**src/rtl/dfe_pkg.sv**
```systemverilog
// Package: shared constants and the symbol encoding for the equalizer.
// Assumes binary signalling: one decision bit per symbol.
package dfe_pkg;
    localparam int NUM_TAPS = 4;

    // Encoding of a decision: 1 stands for +1, 0 stands for -1.
    typedef enum logic {
        SYM_NEG = 1'b0,
        SYM_POS = 1'b1
    } sym_e;
endpackage

```
**src/rtl/dfe_tap_term.sv**
```systemverilog
// Module: one feedback tap contribution, weight times past symbol.
// Assumes the weight is sign-magnitude when SGN is 1 (sign on top) and an
// unsigned magnitude when SGN is 0. The output is a signed OUT_W value.
module dfe_tap_term #(
    parameter int MAG_W = 3,
    parameter int SGN   = 1,
    parameter int OUT_W = 12,
    localparam int IN_W = MAG_W + SGN
) (
    input  logic [IN_W-1:0]         weight,
    input  logic                    past_sym,
    output logic signed [OUT_W-1:0] term
);
    logic                    neg_weight;
    logic signed [OUT_W-1:0] mag_ext;

    // Pick the sign bit, or fix it to positive for an unsigned tap.
    if (SGN != 0) begin : g_signed
        assign neg_weight = weight[IN_W-1];
    end else begin : g_unsigned
        assign neg_weight = 1'b0;
    end

    assign mag_ext = OUT_W'({1'b0, weight[MAG_W-1:0]});

    // A -1 symbol and a negative weight each flip the contribution.
    always_comb begin
        if (neg_weight ^ (past_sym == dfe_pkg::SYM_NEG))
            term = -mag_ext;
        else
            term = mag_ext;
    end
endmodule

```
**src/rtl/dfe_fb_sum.sv**
```systemverilog
// Module: adds the per-tap contributions into one feedback value.
// Assumes OUT_W is wide enough for NUM_TAPS full-scale terms.
module dfe_fb_sum #(
    parameter int NUM_TAPS = 4,
    parameter int OUT_W    = 12
) (
    input  logic [NUM_TAPS-1:0][OUT_W-1:0] terms,
    output logic signed [OUT_W-1:0]        fb_sum
);
    // Plain combinational adder over all taps.
    always_comb begin
        fb_sum = '0;
        for (int i = 0; i < NUM_TAPS; i++)
            fb_sum = fb_sum + $signed(terms[i]);
    end
endmodule

```
**src/rtl/dfe_slicer.sv**
```systemverilog
// Module: subtracts the feedback from the sample, clamps to ACC_W bits and
// takes the sign as the decision. Purely combinational: it sits in the
// single-cycle loop together with tap 1.
module dfe_slicer #(
    parameter int SAMPLE_W = 6,
    parameter int ACC_W    = 8,
    parameter int WIDE_W   = 12
) (
    input  logic signed [SAMPLE_W-1:0] sample,
    input  logic signed [WIDE_W-1:0]   fb_sum,
    output logic signed [ACC_W-1:0]    eq_val,
    output logic                       sym
);
    localparam logic signed [WIDE_W-1:0] HI = WIDE_W'((2 ** (ACC_W - 1)) - 1);
    localparam logic signed [WIDE_W-1:0] LO = -HI - WIDE_W'(1);

    logic signed [WIDE_W-1:0] sample_ext;
    logic signed [WIDE_W-1:0] diff;
    logic signed [WIDE_W-1:0] clamped;

    assign sample_ext = {{(WIDE_W - SAMPLE_W){sample[SAMPLE_W-1]}}, sample};
    assign diff       = sample_ext - fb_sum;

    // Saturate the difference into the output range.
    always_comb begin
        if (diff > HI)      clamped = HI;
        else if (diff < LO) clamped = LO;
        else                clamped = diff;
    end

    assign eq_val = ACC_W'(clamped);
    // Zero and positive map to +1.
    assign sym    = ~eq_val[ACC_W-1];
endmodule

```
**src/rtl/dfe_history.sv**
```systemverilog
// Module: shift register of past decisions; entry 0 is the newest.
// Advances only on valid samples; resets to all +1.
module dfe_history #(
    parameter int NUM_TAPS = 4
) (
    input  logic                clk,
    input  logic                rst_n,
    input  logic                adv,
    input  logic                new_sym,
    output logic [NUM_TAPS-1:0] hist
);
    // Shift in the newest decision on each valid sample.
    always_ff @(posedge clk) begin
        if (!rst_n)
            hist <= {NUM_TAPS{dfe_pkg::SYM_POS}};
        else if (adv)
            hist <= {hist[NUM_TAPS-2:0], new_sym};
    end

    assert_hist_shift_R6: assert property (@(posedge clk) disable iff (!rst_n)
        adv |=> (hist[NUM_TAPS-1:1] == $past(hist[NUM_TAPS-2:0])) && (hist[0] == $past(new_sym)));

    assert_hist_hold_R6: assert property (@(posedge clk) disable iff (!rst_n)
        !adv |=> $stable(hist));
endmodule

```
**src/rtl/decision_feedback_eq.sv**
```systemverilog
// Module: top of the four-tap decision-feedback equalizer.
// Assumes one sample per clock at most, qualified by in_vld. The tap-1
// feedback closes through the history register only, so a decision is
// used on the very next sample. Outputs are registered once.
module decision_feedback_eq #(
    parameter int SAMPLE_W = 6,
    parameter int ACC_W    = 8,
    parameter int TAP1_W   = 5,
    parameter int TAP2_M   = 4,
    parameter int TAP34_M  = 3,
    localparam int NT      = dfe_pkg::NUM_TAPS,
    localparam int WIDE_W  = ACC_W + 4
) (
    input  logic                      clk,
    input  logic                      rst_n,
    input  logic                      in_vld,
    input  logic signed [SAMPLE_W-1:0] in_sample,
    input  logic [TAP1_W-1:0]         tap1_mag,
    input  logic [TAP2_M:0]           tap2_sm,
    input  logic [TAP34_M:0]          tap3_sm,
    input  logic [TAP34_M:0]          tap4_sm,
    output logic                      out_vld,
    output logic                      out_bit,
    output logic signed [ACC_W-1:0]   out_eq
);
    localparam int FB_MAX = (2 ** TAP1_W - 1) + (2 ** TAP2_M - 1) + 2 * (2 ** TAP34_M - 1);
    localparam int Z_HI_RAW = (2 ** (SAMPLE_W - 1) - 1) + FB_MAX;
    localparam int Z_LO_RAW = -(2 ** (SAMPLE_W - 1)) - FB_MAX;
    localparam int A_HI = 2 ** (ACC_W - 1) - 1;
    localparam int A_LO = -(2 ** (ACC_W - 1));
    localparam int Z_HI = (Z_HI_RAW > A_HI) ? A_HI : Z_HI_RAW;
    localparam int Z_LO = (Z_LO_RAW < A_LO) ? A_LO : Z_LO_RAW;

    // Magnitude width of each tap.
    function automatic int mag_w(input int idx);
        case (idx)
            0:       return TAP1_W;
            1:       return TAP2_M;
            default: return TAP34_M;
        endcase
    endfunction

    logic [NT-1:0]             hist;
    logic [NT-1:0][WIDE_W-1:0] terms;
    logic signed [WIDE_W-1:0]  fb_sum;
    logic signed [ACC_W-1:0]   eq_val;
    logic                      sym;

    for (genvar gi = 0; gi < NT; gi++) begin : g_tap
        localparam int MW = mag_w(gi);
        localparam int SG = (gi != 0) ? 1 : 0;
        logic [MW+SG-1:0]         wt;
        logic signed [WIDE_W-1:0] term_g;

        if (gi == 0) begin : g_w1
            assign wt = tap1_mag;
        end else if (gi == 1) begin : g_w2
            assign wt = tap2_sm;
        end else if (gi == 2) begin : g_w3
            assign wt = tap3_sm;
        end else begin : g_w4
            assign wt = tap4_sm;
        end

        dfe_tap_term #(.MAG_W(MW), .SGN(SG), .OUT_W(WIDE_W)) u_term (
            .weight   (wt),
            .past_sym (hist[gi]),
            .term     (term_g)
        );
        assign terms[gi] = term_g;
    end

    dfe_fb_sum #(.NUM_TAPS(NT), .OUT_W(WIDE_W)) u_sum (
        .terms  (terms),
        .fb_sum (fb_sum)
    );

    dfe_slicer #(.SAMPLE_W(SAMPLE_W), .ACC_W(ACC_W), .WIDE_W(WIDE_W)) u_slice (
        .sample (in_sample),
        .fb_sum (fb_sum),
        .eq_val (eq_val),
        .sym    (sym)
    );

    dfe_history #(.NUM_TAPS(NT)) u_hist (
        .clk     (clk),
        .rst_n   (rst_n),
        .adv     (in_vld),
        .new_sym (sym),
        .hist    (hist)
    );

    // Output registers: capture the result on valid samples, flag every cycle.
    always_ff @(posedge clk) begin
        if (!rst_n) begin
            out_vld <= 1'b0;
            out_bit <= dfe_pkg::SYM_POS;
            out_eq  <= '0;
        end else begin
            out_vld <= in_vld;
            if (in_vld) begin
                out_bit <= sym;
                out_eq  <= eq_val;
            end
        end
    end

    assert_vld_rise_R8: assert property (@(posedge clk) disable iff (!rst_n)
        in_vld |=> out_vld);

    assert_vld_fall_R8: assert property (@(posedge clk) disable iff (!rst_n)
        !in_vld |=> !out_vld);

    assert_zero_is_pos_R2: assert property (@(posedge clk) disable iff (!rst_n)
        out_vld |-> (out_bit == (out_eq >= 0)));

    assert_no_overflow_R9: assert property (@(posedge clk) disable iff (!rst_n)
        out_vld |-> ((int'(out_eq) <= Z_HI) && (int'(out_eq) >= Z_LO)));

    assert_out_hold_R6: assert property (@(posedge clk) disable iff (!rst_n)
        !in_vld |=> ($stable(out_eq) && $stable(out_bit)));
endmodule

```
**config.mk**
```make
export PLATFORM = sky130hd
export DESIGN_NAME = decision_feedback_eq
export DESIGN_NICKNAME = d
export VERILOG_FILES = /design/src/rtl/dfe_pkg.sv /design/src/rtl/dfe_tap_term.sv /design/src/rtl/dfe_fb_sum.sv /design/src/rtl/dfe_slicer.sv /design/src/rtl/dfe_history.sv /design/src/rtl/decision_feedback_eq.sv
export SDC_FILE = /design/constraint.sdc
export NUM_CORES = 1
export LEC_CHECK = 0
export BUFFER_PORTS_ARGS = -buffer_cell sky130_fd_sc_hd__buf_4
export CAP_MARGIN = 30
export CELL_PAD_IN_SITES_DETAIL_PLACEMENT = 1
export CELL_PAD_IN_SITES_GLOBAL_PLACEMENT = 2
export CORE_MARGIN = 2
export CORE_UTILIZATION = 34
export DETAILED_ROUTE_END_ITERATION = 12
export GPL_TIMING_DRIVEN = 0
export PLACE_DENSITY = 0.78
export SLEW_MARGIN = 40
export SYNTH_ARGS = -nofsm -noshare
export SYNTH_HDL_FRONTEND = slang
export SYNTH_SLANG_ARGS = --single-unit
```
**constraint.sdc**
```tcl
create_clock -name clk -period 7.4 [get_ports clk]
set_clock_uncertainty 0.05 [all_clocks]
set_input_delay 1.48 -clock clk [delete_from_list [all_inputs] [get_ports clk]]
set_output_delay 1.48 -clock clk [all_outputs]
set_load 0.05 [all_outputs]
```
==> impl_metrics.json <==
{
  "cts_resized": 0,
  "synthesis.area_um2": 2190,
  "yosysMostFrequentCell": "inv_1",
  "cp-end-kind": "flop",
  "drtPass1Iterations": 4,
  "async_flop_share_pct": 0,
  "yosys_warnings": 0,
  "n_antenna_cell": 0,
  "postRouteAntennaNets": 0,
  "vias_per_cell": 4.88,
  "final_layout_size_suffix_gt1_share_pct": 19.3,
  "relSlewSlack_pct": 52.6,
  "wl_per_cell_um": 13.6,
  "hold_path.class": "reg -> reg",
  "core_um2": 6280,
  "first_iter_violations": 60,
  "synth-seq-cells": 13,
  "finalSetupViolCount": 0,
  "required_ps": 7470,
  "synth_nets": 330,
  "max_freq_mhz": 163,
  "dominantRegCellSynth": "dfxtp_1",
  "postCtsSetupBuffers": 0,
  "synth_common_cells": "inv_1, ha_1, fa_1, nor2_1, o21ai_0",
  "slew_viol_final": 0,
  "fp.dieArea_um2": 7090,
  "synth.top_cell.area_share_pct": 21.1,
  "final_nets": 371,
  "fin_crit_ps": 6150,
  "clk_latency_ps": 240,
  "hold_viol": 0,
  "timing.setup.tns_ps": 0,
  "cts_max_level": 1,
  "vias": 1820,
  "place_inst": 369,
  "maxCapViolations": 0,
  "grt_pass1_wl_um": 8650,
  "timing.final.crit_share_pct": 83.2,
  "dieWidth_um": 84.2,
  "clkSinkCount": 13,
  "postPlaceCellArea_um2": 2550,
  "port_buffers": 36,
  "num_rows": 29,
  "syn2layout_area_growth_pct": 18.8,
  "arrival_ps": 6220,
  "tritoncts": "built",
  "final_cell_area_um2": 2600,
  "finalCoreUtilization_pct": 41.4,
  "cts_made_buffers": 3,
  "grt_max_degree": 11,
  "status": "finished, final reports clean",
  "fillers": 776,
  "grt_pass1_vias": 1903,
  "die_y_um": 84.2,
  "crit_type": "in -> reg",
  "gr-total-overflow": 0,
  "ctsLongestPathBuffers": 2,
  "yosysSeqAreaShare_pct": 11.9,
  "synth_area_per_cell_um2": 8.54,
  "clkTransAtPathRegs_ps": 60,
  "grt_usage_pct": 15.1,
  "rsz0062_at_grt": "false",
  "worst_pin_slew_ps": 705,
  "gp_congestion": 0.763,
  "drcViolationCount": 0,
  "crit_fanout": 7,
  "cts_root_buf": "clkbuf_8",
  "startpoint_type": "input port",
  "drt_wl_total_um": 5080,
  "antenna_found_initial": 0,
  "synth_cell_types": 40,
  "synth_edf_count": 0,
  "yosysTopAreaCell": "fa_1",
  "stdcell_count": 373,
  "io_pins": 37,
  "synth_cells": 256,
  "postCtsHoldBufs": 0,
  "synth_area_leaders": "fa_1, ha_1, dfxtp_1",
  "start_util_pct": 34.8,
  "hpwl_um": 4530
}
==> registers in the layout, summed over array words and instances, names as in the netlist <==
name	flops
out_vld	1
u_hist.hist	4
out_eq	8
==> critical path, stage by stage <==
cell,delay [ps]
buf_4,110
xor2_1,490
mux2i_1,330
fa_1,460
fa_1,560
inv_1,50
fa_1,500
inv_1,70
fa_1,460
a21oi_1,250
o2111ai_1,240
a31oi_1,250
xor2_1,240
nor3_1,110
a211oi_4,510
nor3_2,90
==> path summary, 6_finish.rpt <==
check | start | end | slack [ps] | cells after the start
max | tap2_sm[4] | out_eq[0] | 1250 | 16
min | out_eq[7] | out_eq[7] | 410 | 1
max reg2reg | u_hist.hist[1] | out_eq[0] | 2200 | 15
min reg2reg | out_eq[7] | out_eq[7] | 410 | 1
==> cells in the final DEF, fill, tap and decap left out, types with 2 or more instances in the layout <==
cell / netlist / routed
xor2_1: 11 / 11
or3_1: 5 / 5
nand3_1: 3 / 3
nor3_1: 6 / 6
fa_1: 23 / 23
clkbuf_8: 0 / 3
o211ai_1: 2 / 2
mux2_2: 2 / 2
o2111ai_1: 2 / 2
inv_1: 59 / 59
dfxtp_1: 13 / 13
o21a_1: 2 / 2
o2111ai_2: 2 / 2
mux2i_1: 7 / 7
a21o_1: 2 / 2
ha_1: 24 / 24
a31oi_1: 2 / 2
a211oi_2: 7 / 7
or2_2: 2 / 2
xnor2_1: 5 / 5
nand2_1: 11 / 11
clkbuf_1: 3 / 4
o21ai_0: 14 / 14
buf_4: 0 / 36
a21oi_1: 12 / 12
nor2b_1: 2 / 2
nor2_1: 20 / 20
==> metal layers <==
| layer | part of all wire [%] | vias up | global-route usage (%) |
|---|---|---|---|
| met2 | 49 | 22 | 25.4 |
| met3 | 2.2 | 5 | 1.57 |
| met5 | 0 | - | 0 |
| met1 | 48 | 876 | 20.8 |
| met4 | 1.3 | 0 | 3.96 |
| li1 | - | 917 | - |
==> cells by family after synthesis <==
kind of cell             share of synthesized area [%]
adder cells (fa/ha/maj)                           34.8
flip-flops                                        11.9
AND/OR/NAND/NOR                                   12.8
multiplexers                                      4.24
AO/OA/AOI/OAI                                     19.2
XOR/XNOR                                          6.41
buffers and inverters                             10.6
==> final cells by class <==
class / count / area, um^2 / share of cell area (%)
buffer: 3 / 11.3 / 0.434
clock buffer: 4 / 45.0 / 1.73
inverter: 59 / 221 / 8.53
multi-input combinational: 181 / 1690 / 65.2
sequential: 13 / 260 / 10.0
tap: 77 / 96.3 / 3.71
timing repair buffer: 36 / 270 / 10.4
==> per-stage QoR <==
stage | hold slack, ps | worst slack [ps]
CTS | 415 | 1190
floorplan | 413 | 1640
finish | 410 | 1250
global route | 445 | 919
detailed placement | 401 | 937
global placement | 390 | 932
Power is not shown: default switching activity piles up to over one toggle a cycle in this logic, so the estimate is an artifact.
